File: src/rtl/periodic_irq_timer_pkg.sv
package periodic_irq_timer_pkg;
  localparam int DATA_W    = 8;
  localparam int PRE_SEL_W = 3;
  localparam int MOD_W     = 4;
  localparam int CTRL_W    = PRE_SEL_W + MOD_W;

  typedef struct packed {
    logic restart;
    logic advance;
  } dpCmd_t;
endpackage

File: src/rtl/periodic_irq_timer_ctrl.sv
module periodic_irq_timer_ctrl
  import periodic_irq_timer_pkg::*;
(
  input  logic                 clk,
  input  logic                 rstN,
  input  logic                 regWrEn,
  input  logic [DATA_W-1:0]    regWrData,
  input  logic                 regRdEn,
  output logic [DATA_W-1:0]    regRdData,
  input  logic                 stopRunWrEn,
  input  logic                 stopRunWrData,
  output logic                 stopRunBit,
  input  logic                 pseudoStop,
  input  logic                 flagClr,
  input  logic                 terminal,
  output dpCmd_t               cmd,
  output logic [PRE_SEL_W-1:0] preSel,
  output logic [MOD_W-1:0]     modSel,
  output logic                 irqFlag
);
  logic [CTRL_W-1:0] ctrlReg;
  logic              frozen;

  always_ff @(posedge clk or negedge rstN) begin
    if (!rstN) begin
      ctrlReg <= '0;
    end else if (regWrEn) begin
      ctrlReg <= regWrData[CTRL_W-1:0];
    end
  end

  generate
    if (DATA_W > CTRL_W) begin : g_pad
      logic unusedWrBits;
      assign unusedWrBits = ^regWrData[DATA_W-1:CTRL_W];
      assign regRdData = regRdEn ? {{(DATA_W-CTRL_W){1'b0}}, ctrlReg} : '0;
    end else begin : g_nopad
      assign regRdData = regRdEn ? ctrlReg : '0;
    end
  endgenerate

  assign preSel = ctrlReg[CTRL_W-1:MOD_W];
  assign modSel = ctrlReg[MOD_W-1:0];

  always_ff @(posedge clk or negedge rstN) begin
    if (!rstN) begin
      stopRunBit <= 1'b0;
    end else if (stopRunWrEn) begin
      stopRunBit <= stopRunWrData;
    end
  end

  assign frozen      = pseudoStop && !stopRunBit;
  assign cmd.restart = regWrEn;
  assign cmd.advance = (preSel != '0) && !frozen;

  always_ff @(posedge clk or negedge rstN) begin
    if (!rstN) begin
      irqFlag <= 1'b0;
    end else if (terminal) begin
      irqFlag <= 1'b1;
    end else if (flagClr) begin
      irqFlag <= 1'b0;
    end
  end

  assert_flag_sticky_R6: assert property (@(posedge clk) disable iff (!rstN)
    irqFlag && !flagClr |=> irqFlag);
  assert_flag_clears_R6: assert property (@(posedge clk) disable iff (!rstN)
    flagClr && !terminal |=> !irqFlag);
  assert_set_wins_R7: assert property (@(posedge clk) disable iff (!rstN)
    terminal && flagClr |=> irqFlag);
  assert_stoprun_load_R10: assert property (@(posedge clk) disable iff (!rstN)
    stopRunWrEn |=> stopRunBit == $past(stopRunWrData));
endmodule

File: src/rtl/periodic_irq_timer_dp.sv
module periodic_irq_timer_dp
  import periodic_irq_timer_pkg::*;
#(
  parameter int BASE_SHIFT = 9
) (
  input  logic                 clk,
  input  logic                 rstN,
  input  dpCmd_t               cmd,
  input  logic [PRE_SEL_W-1:0] preSel,
  input  logic [MOD_W-1:0]     modSel,
  output logic                 terminal
);
  localparam int PRE_W = BASE_SHIFT + (1 << PRE_SEL_W) - 1;

  logic [PRE_W-1:0] preCnt;
  logic [PRE_W-1:0] preLimit;
  logic [MOD_W-1:0] modCnt;
  logic             preTick;

  assign preLimit = (PRE_W'(1) << (BASE_SHIFT + int'(preSel))) - PRE_W'(1);
  assign preTick  = cmd.advance && (preCnt == preLimit);
  assign terminal = preTick && (modCnt == modSel);

  always_ff @(posedge clk or negedge rstN) begin
    if (!rstN) begin
      preCnt <= '0;
      modCnt <= '0;
    end else if (cmd.restart) begin
      preCnt <= '0;
      modCnt <= '0;
    end else if (cmd.advance) begin
      preCnt <= preTick ? '0 : preCnt + PRE_W'(1);
      if (preTick) begin
        modCnt <= terminal ? '0 : modCnt + MOD_W'(1);
      end
    end
  end

  assert_restart_zero_R3: assert property (@(posedge clk) disable iff (!rstN)
    cmd.restart |=> (preCnt == '0) && (modCnt == '0));
  assert_idle_quiet_R4: assert property (@(posedge clk) disable iff (!rstN)
    (preSel == '0) |-> !terminal);
  assert_pre_bound_R5: assert property (@(posedge clk) disable iff (!rstN)
    (preCnt <= preLimit) && (modCnt <= modSel));
  assert_freeze_hold_R8: assert property (@(posedge clk) disable iff (!rstN)
    !cmd.advance && !cmd.restart |=> $stable(preCnt) && $stable(modCnt));
endmodule

File: src/rtl/periodic_irq_timer.sv
module periodic_irq_timer
  import periodic_irq_timer_pkg::*;
#(
  parameter int BASE_SHIFT = 9
) (
  input  logic        clk,
  input  logic        rstN,
  input  logic        regWrEn,
  input  logic [7:0]  regWrData,
  input  logic        regRdEn,
  output logic [7:0]  regRdData,
  input  logic        stopRunWrEn,
  input  logic        stopRunWrData,
  output logic        stopRunBit,
  input  logic        pseudoStop,
  input  logic        flagClr,
  output logic        irqFlag
);
  dpCmd_t               cmd;
  logic [PRE_SEL_W-1:0] preSel;
  logic [MOD_W-1:0]     modSel;
  logic                 terminal;

  periodic_irq_timer_ctrl u_ctrl (
    .clk(clk), .rstN(rstN),
    .regWrEn(regWrEn), .regWrData(regWrData),
    .regRdEn(regRdEn), .regRdData(regRdData),
    .stopRunWrEn(stopRunWrEn), .stopRunWrData(stopRunWrData),
    .stopRunBit(stopRunBit), .pseudoStop(pseudoStop),
    .flagClr(flagClr), .terminal(terminal), .cmd(cmd),
    .preSel(preSel), .modSel(modSel), .irqFlag(irqFlag)
  );

  periodic_irq_timer_dp #(.BASE_SHIFT(BASE_SHIFT)) u_dp (
    .clk(clk), .rstN(rstN), .cmd(cmd),
    .preSel(preSel), .modSel(modSel), .terminal(terminal)
  );
endmodule

File: config.mk
export PLATFORM = sky130hd
export DESIGN_NAME = periodic_irq_timer
export DESIGN_NICKNAME = d
export VERILOG_FILES = /design/src/rtl/periodic_irq_timer_pkg.sv /design/src/rtl/periodic_irq_timer_ctrl.sv /design/src/rtl/periodic_irq_timer_dp.sv /design/src/rtl/periodic_irq_timer.sv
export SDC_FILE = /design/constraint.sdc
export NUM_CORES = 1
export LEC_CHECK = 0
export BUFFER_PORTS_ARGS = -buffer_cell sky130_fd_sc_hd__buf_4
export CAP_MARGIN = 20
export CORE_ASPECT_RATIO = 1.5
export CORE_UTILIZATION = 35
export DETAILED_ROUTE_END_ITERATION = 7
export GPL_TIMING_DRIVEN = 0
export SYNTH_ARGS = -nofsm -noshare
export SYNTH_HDL_FRONTEND = slang
export SYNTH_SLANG_ARGS = --single-unit
File: constraint.sdc
create_clock -name clk -period 5.7 [get_ports clk]
set_input_delay 1.14 -clock clk [delete_from_list [all_inputs] [get_ports clk]]
set_output_delay 1.14 -clock clk [all_outputs]
set_load 0.01 [all_outputs]
==> impl_metrics.yaml, run 1 <==
placed_design:
  gp_congestion: 0.884
  place_hpwl_um: 3890
  port_buffers: 23
floorplan:
  core_area_mm2: 0.00583
  die_w_um: 65.4
  io-pin-count: 26
  die_h_um: 97.2
  die_area_mm2: 0.00636
  start_util: 0.363
  row_count: 34
critical_path:
  critical_path.endpoint_type: "register"
  reg2regPathDepth: 15
  cp.required_ns: 5.87
  cpMaxStageDelayCell: "dfrtp_1"
  rr_startpoint: "u_ctrl.ctrlReg[4]"
  setup.worst_path.start: "u_ctrl.ctrlReg[4]"
  crit_chain: "nand2_1 > inv_1 > ha_1 > buf_2 > nor2b_1 > nand2b_1 > ha_1 > clkbuf_1 > nand2_1 > a2bb2oi_1 > o22ai_1 > xnor2_1 > nand4_1 > nor3_4 > mux2_2"
  crit_fanout: 10
  crit_type: "reg2reg"
  critical_path.max_stage_delay_ns: 0.49
  cp_data_arrival_time_ns: 4.05
  r2r-end: "u_dp.modCnt[0]"
  r2r_setup_slack_ns: 1.82
  endpoint: "u_dp.modCnt[0]"
  startpoint_type: "register"
finish:
  drive_above_1_share: 0.174
  final_nets: 297
  fillers: 568
  n_antenna_cell: 0
  syn2layout_area_growth_pct: 17.2
synthesis:
  async_flop_share: 1.00
  synthDistinctLibCells: 54
  ys_ff_latch: 29
  yosysMostFrequentCell: "nor2_1"
  syn_nets: 267
  synth_area_leaders: "dfrtp_1, nor2_1, xnor2_1, xor2_1, mux2_2"
  synth_edf_count: 0
  synthCells: 245
  synthTopCellsByCount: "nor2_1, dfrtp_1, inv_1, nand2_1"
  synth_top_area_cell: "dfrtp_1"
  syn_area_per_cell_um2: 8.63
  yosysWarningCount: 0
  synth-main-ff-cell: "dfrtp_1"
  ys_seq_area_frac: 0.343
  syn_area_mm2: 0.00211
  netlist.area_leader.share: 0.343
timing:
  clock.fmax_ghz: 0.258
  worst_pin_slew_ns: 0.932
  setup_viol: 0
  fin_crit_ns: 3.88
  skew_ns: 0.00339
  tns_ns: 0
  timing.hold.ws_ns: 0.520
  drv_slew: 0
  timing.final.crit_share: 0.681
  finalHoldViolations: 0
  max_slew_margin: 0.373
  rsz0062_at_grt: "no"
power:
  switchingPower_mw: 0.178
  swShare: 0.314
  p_int_mw: 0.388
  combinationalPowerShare: 0.241
  seqPwrFrac: 0.429
  peakVddDrop_v: 0.000143
  pwr-share-clk: 0.331
  p_leak_nw: 1.04
  p_per_area_mw_per_mm2: 228
cts:
  cts_hold_buffers: 0
  cts_resized: 0
  htree_levels: 2
  clockBufferDepth: 2
  cts_tree: "yes"
  cts_buffers: 5
  clkLatencyLatePin_ns: 0.28
  clkTransAtPathRegs_ns: 0.06
  cts.sinks: 29
  cts_setup_buffers: 0
  cts_root_buf: "clkbuf_8"
global_routing:
  antenna_found_initial: 0
  grt_max_degree: 30
  grt_pass1_vias: 2048
  grt_usage: 0.188
  grt_pass1_wl_um: 9330
  gr-total-overflow: 0
drt:
  first_iter_violations: 64
  wl_um: 5200
  drtAntennaViolNets: 0
  wl_per_cell_um: 14.9
  vias: 1918
  drcViolationCount: 0
  first_pass_iters: 4
  via_per_inst: 5.51
worst_hold_path:
  hp-class: "reg2reg"
flow_run:
  cap_violations: 0
run_status:
  status: "finished, final reports clean"
stage by stage:
stage	power (mW)	worst slack (ns)	area (um^2)	utilization	std cells
CTS	0.571	1.87	2480	0.425	348
global route	0.602	1.47	2480	0.425	348
detailed placement	0.381	1.89	2380	0.408	340
floorplan	0.336	2.52	2110	-	245
finish	0.566	1.82	2480	0.425	348
global placement	0.379	1.88	2380	0.408	340
power groups by stage:
stage	Combinational, mW	Sequential (mW)	Clock [mW]
floorplan	0.0960	0.240	0
finish	0.136	0.243	0.187
global route	0.155	0.245	0.202
CTS	0.136	0.242	0.193
detailed placement	0.135	0.246	0
global placement	0.134	0.245	0
worst min path at each step:
stage,startpoint,endpoint,slack [ns],depth (start not counted)
global route,u_ctrl.irqFlag,u_ctrl.irqFlag,0.54,1
global placement,u_ctrl.irqFlag,u_ctrl.irqFlag,0.50,1
floorplan,u_ctrl.ctrlReg[2],u_ctrl.ctrlReg[2],0.51,1
detailed placement,u_ctrl.irqFlag,u_ctrl.irqFlag,0.50,1
CTS,u_ctrl.irqFlag,u_ctrl.irqFlag,0.52,1
finish,u_ctrl.irqFlag,u_ctrl.irqFlag,0.52,1
flip-flops by register name (all words and copies together) (netlist names):
signal / count
u_ctrl.stopRunBit: 1
u_dp.preCnt: 16
u_dp.modCnt: 4
u_ctrl.ctrlReg: 7
u_ctrl.irqFlag: 1
layer usage:
layer	part of all wire	up-vias	GRT usage
li1	-	930	-
met1	0.41	935	0.217
met2	0.53	37	0.320
met3	0.025	16	0.0258
met4	0.035	0	0.110
met5	0	-	0
placed cells by master, fill, tap and decap left out, types with 3 or more instances in the layout:
cell type	synthesis	final
nor2_1	31	31
dfrtp_1	29	29
buf_4	2	25
inv_1	16	16
nand2_1	16	16
xor2_1	12	12
xnor2_1	12	12
o21ai_0	9	9
and2_1	8	8
a21oi_1	7	7
mux2_2	7	7
nand3_1	7	7
clkbuf_8	0	7
clkbuf_1	6	6
ha_1	6	6
o211ai_1	5	5
nor3_1	5	5
nor2b_1	4	4
nand2b_1	4	4
a31oi_1	4	4
nor4_1	4	4
nand4_1	4	4
or4_1	4	4
buf_2	3	3
o2111ai_1	3	3
critical path, delay by kind of cell, from the launching register on:
| kind | cells | cell delay (ns) |
|---|---|---|
| buffers and inverters | 3 | 0.53 |
| AND/OR/NAND/NOR | 6 | 1.36 |
| AO/OA/AOI/OAI | 2 | 0.44 |
| adder cells (fa/ha/maj) | 2 | 0.36 |
| XOR/XNOR | 1 | 0.20 |
| flip-flops | 1 | 0.49 |
| multiplexers | 1 | 0.37 |
cells by family (layout without fill, tap and decap cells):
kind of cell | Yosys count | in the layout | synth area share
compound gates | 54 | 54 | 0.187
xor+xnor | 24 | 24 | 0.0995
fa+ha+maj | 6 | 6 | 0.0355
buf+inv | 28 | 59 | 0.0551
flops | 29 | 29 | 0.343
mux | 8 | 8 | 0.0420
other cells | 2 | 2 | 0.00355
simple gates | 94 | 94 | 0.234
area by class of cell:
type	instances	area (um^2)	share of cell area
Clock inverter	1	5.00	0.00202
Inverter	16	60.1	0.0242
Timing Repair Buffer	23	173	0.0697
Tap cell	72	90.1	0.0364
Sequential cell	29	726	0.293
Buffer	12	56.3	0.0227
Multi-Input combinational cell	188	1270	0.513
Clock buffer	7	96.3	0.0389
(Power assumes the default switching activity.)
==> inputs of run 2 (changes only) <==
==> constraint.sdc (replaced) <==
create_clock -name clk -period 3.8 [get_ports clk]
set_input_delay 0.76 -clock clk [delete_from_list [all_inputs] [get_ports clk]]
set_output_delay 0.76 -clock clk [all_outputs]
set_load 0.01 [all_outputs]
==> run 2 against run 1 <==
  * Flip-flop and latch count stayed put
  * Worst setup slack worse by 1.5 ns
  * Die area stayed put
  * Critical path type unchanged
  * Critical endpoint unchanged
==> impl_metrics.yaml, run 2 (same netlist as run 1, synthesis figures left out) <==
run_status:
  status: "finished, final reports clean"
timing:
  rsz0062_at_grt: "no"
  finalHoldViolations: 0
  skew_ns: 0.00344
  tns_ns: 0
  clock.fmax_ghz: 0.287
  final.setup.worst_slack_ns: 0.322
  max_slew_margin: 0.358
  fin_crit_ns: 3.48
  worst_pin_slew_ns: 0.955
  timing.hold.ws_ns: 0.390
  setup_viol: 0
  timing.final.crit_share: 0.915
  drv_slew: 0
finish:
  final_common_cell: "nor2_1"
  reg_top3: "u_dp.preCnt x16, u_ctrl.ctrlReg x7, u_dp.modCnt x4"
  fillers: 566
  instances_no_fill: 349
  top_register: "u_dp.preCnt"
  n_antenna_cell: 0
  drive_above_1_share: 0.191
  syn2layout_area_growth_pct: 18.1
  largest_reg_flops: 16
  fin_area_mm2: 0.00250
  final_util: 0.428
  final_nets: 298
  layout_common_cells: "nor2_1, dfrtp_1, buf_4"
cts:
  clockBufferDepth: 2
  clkTransAtPathRegs_ns: 0.06
  cts_tree: "yes"
  cts_root_buf: "clkbuf_8"
  cts_buffers: 5
  clkLatencyLatePin_ns: 0.28
  htree_levels: 2
  cts.sinks: 29
placed_design:
  place_inst: 340
  place_area_mm2: 0.00238
  place_hpwl_um: 3890
  pre_cts_ws_ns: -0.00869
  port_buffers: 23
  gp_congestion: 0.884
critical_path:
  crit_type: "reg2reg"
  critical_path.endpoint_type: "register"
  crit_fanout: 10
  reg2regPathDepth: 16
  startpoint_type: "register"
  cp_data_arrival_time_ns: 3.65
  cp.required_ns: 3.97
global_routing:
  grt_pass1_wl_um: 9330
  grt_max_degree: 30
  gr-total-overflow: 0
  grt_usage: 0.188
  grt_pass1_vias: 2048
  antenna_found_initial: 0
power:
  totalPowerFinal_mw: 0.852
  peakVddDrop_v: 0.000214
  p_leak_nw: 1.05
  p_per_area_mw_per_mm2: 341
drt:
  wl_um: 5220
  first_pass_iters: 4
  drtAntennaViolNets: 0
  via_per_inst: 5.50
  first_iter_violations: 45
  wl_per_cell_um: 14.9
  vias: 1921
  drcViolationCount: 0
worst_hold_path:
  hp-class: "in2async"
floorplan:
  die_area_mm2: 0.00636
  row_count: 34
  die_h_um: 97.2
  start_util: 0.363
  die_w_um: 65.4
  io-pin-count: 26
  core_area_mm2: 0.00583
flow_run:
  cap_violations: 0
-- run 2: cell count changes in the layout (fill, tap and decap cells not counted), sizes merged --
cell  previous run  this run
buf             29        30
-- run 2: what timing repair did --
item | 4_1_cts | 5_1_grt
setup endpoints to repair | 11 | 20
setup buffers | 1 | 0
hold buffers | 0 | 0
resized for setup | 0 | 5
pin swaps | 1 | 1
-- run 2: layer usage --
metal	GRT usage	vias to the layer above	routed length, um
met5	0	-	0
met4	0.110	0	183
met3	0.0258	16	130
met2	0.320	41	2750
met1	0.217	931	2160
li1	-	933	-
-- run 2: path summary, 6_finish.rpt --
path                       slack, ns               from           endpoint
max                             0.32  u_ctrl.ctrlReg[5]     u_dp.modCnt[0]
max in group asynchronous       3.10               rstN  u_ctrl.ctrlReg[4]
max reg2reg                     0.32  u_ctrl.ctrlReg[5]     u_dp.modCnt[0]
min reg2reg                     0.52     u_ctrl.irqFlag     u_ctrl.irqFlag
min                             0.39               rstN     u_dp.preCnt[6]
min in group clk                0.52     u_ctrl.irqFlag     u_ctrl.irqFlag
-- run 2: power breakdown --
| part | internal (mW) | switching (mW) |
|---|---|---|
| registers | 0.331 | 0.0336 |
| clock network | 0.163 | 0.118 |
| logic | 0.0887 | 0.117 |
| total | 0.583 | 0.268 |
-- run 2: area by class of cell --
cell class / count / area (um^2) / share of cell area
inverter: 16 / 60.1 / 0.0241
buffer: 12 / 57.6 / 0.0231
clock buffer: 7 / 96.3 / 0.0386
clock inverter: 1 / 5.00 / 0.00201
timing repair buffer: 24 / 180 / 0.0722
tap: 72 / 90.1 / 0.0361
multi-input combinational: 188 / 1280 / 0.513
sequential: 29 / 727 / 0.291
-- run 2: critical path, cell delays in order (launching register included) --
cell and delay [ns]:
dfrtp_1 0.46, nand2_1 0.11, inv_1 0.13, ha_1 0.15
buf_2 0.19, nor2b_2 0.24, nand2b_1 0.08, ha_1 0.20
clkbuf_2 0.19, nor3_1 0.21, a21o_1 0.10, o2111ai_1 0.12
nor4_1 0.22, nand4_1 0.12, buf_4 0.18, nor3_4 0.30
mux2_2 0.37
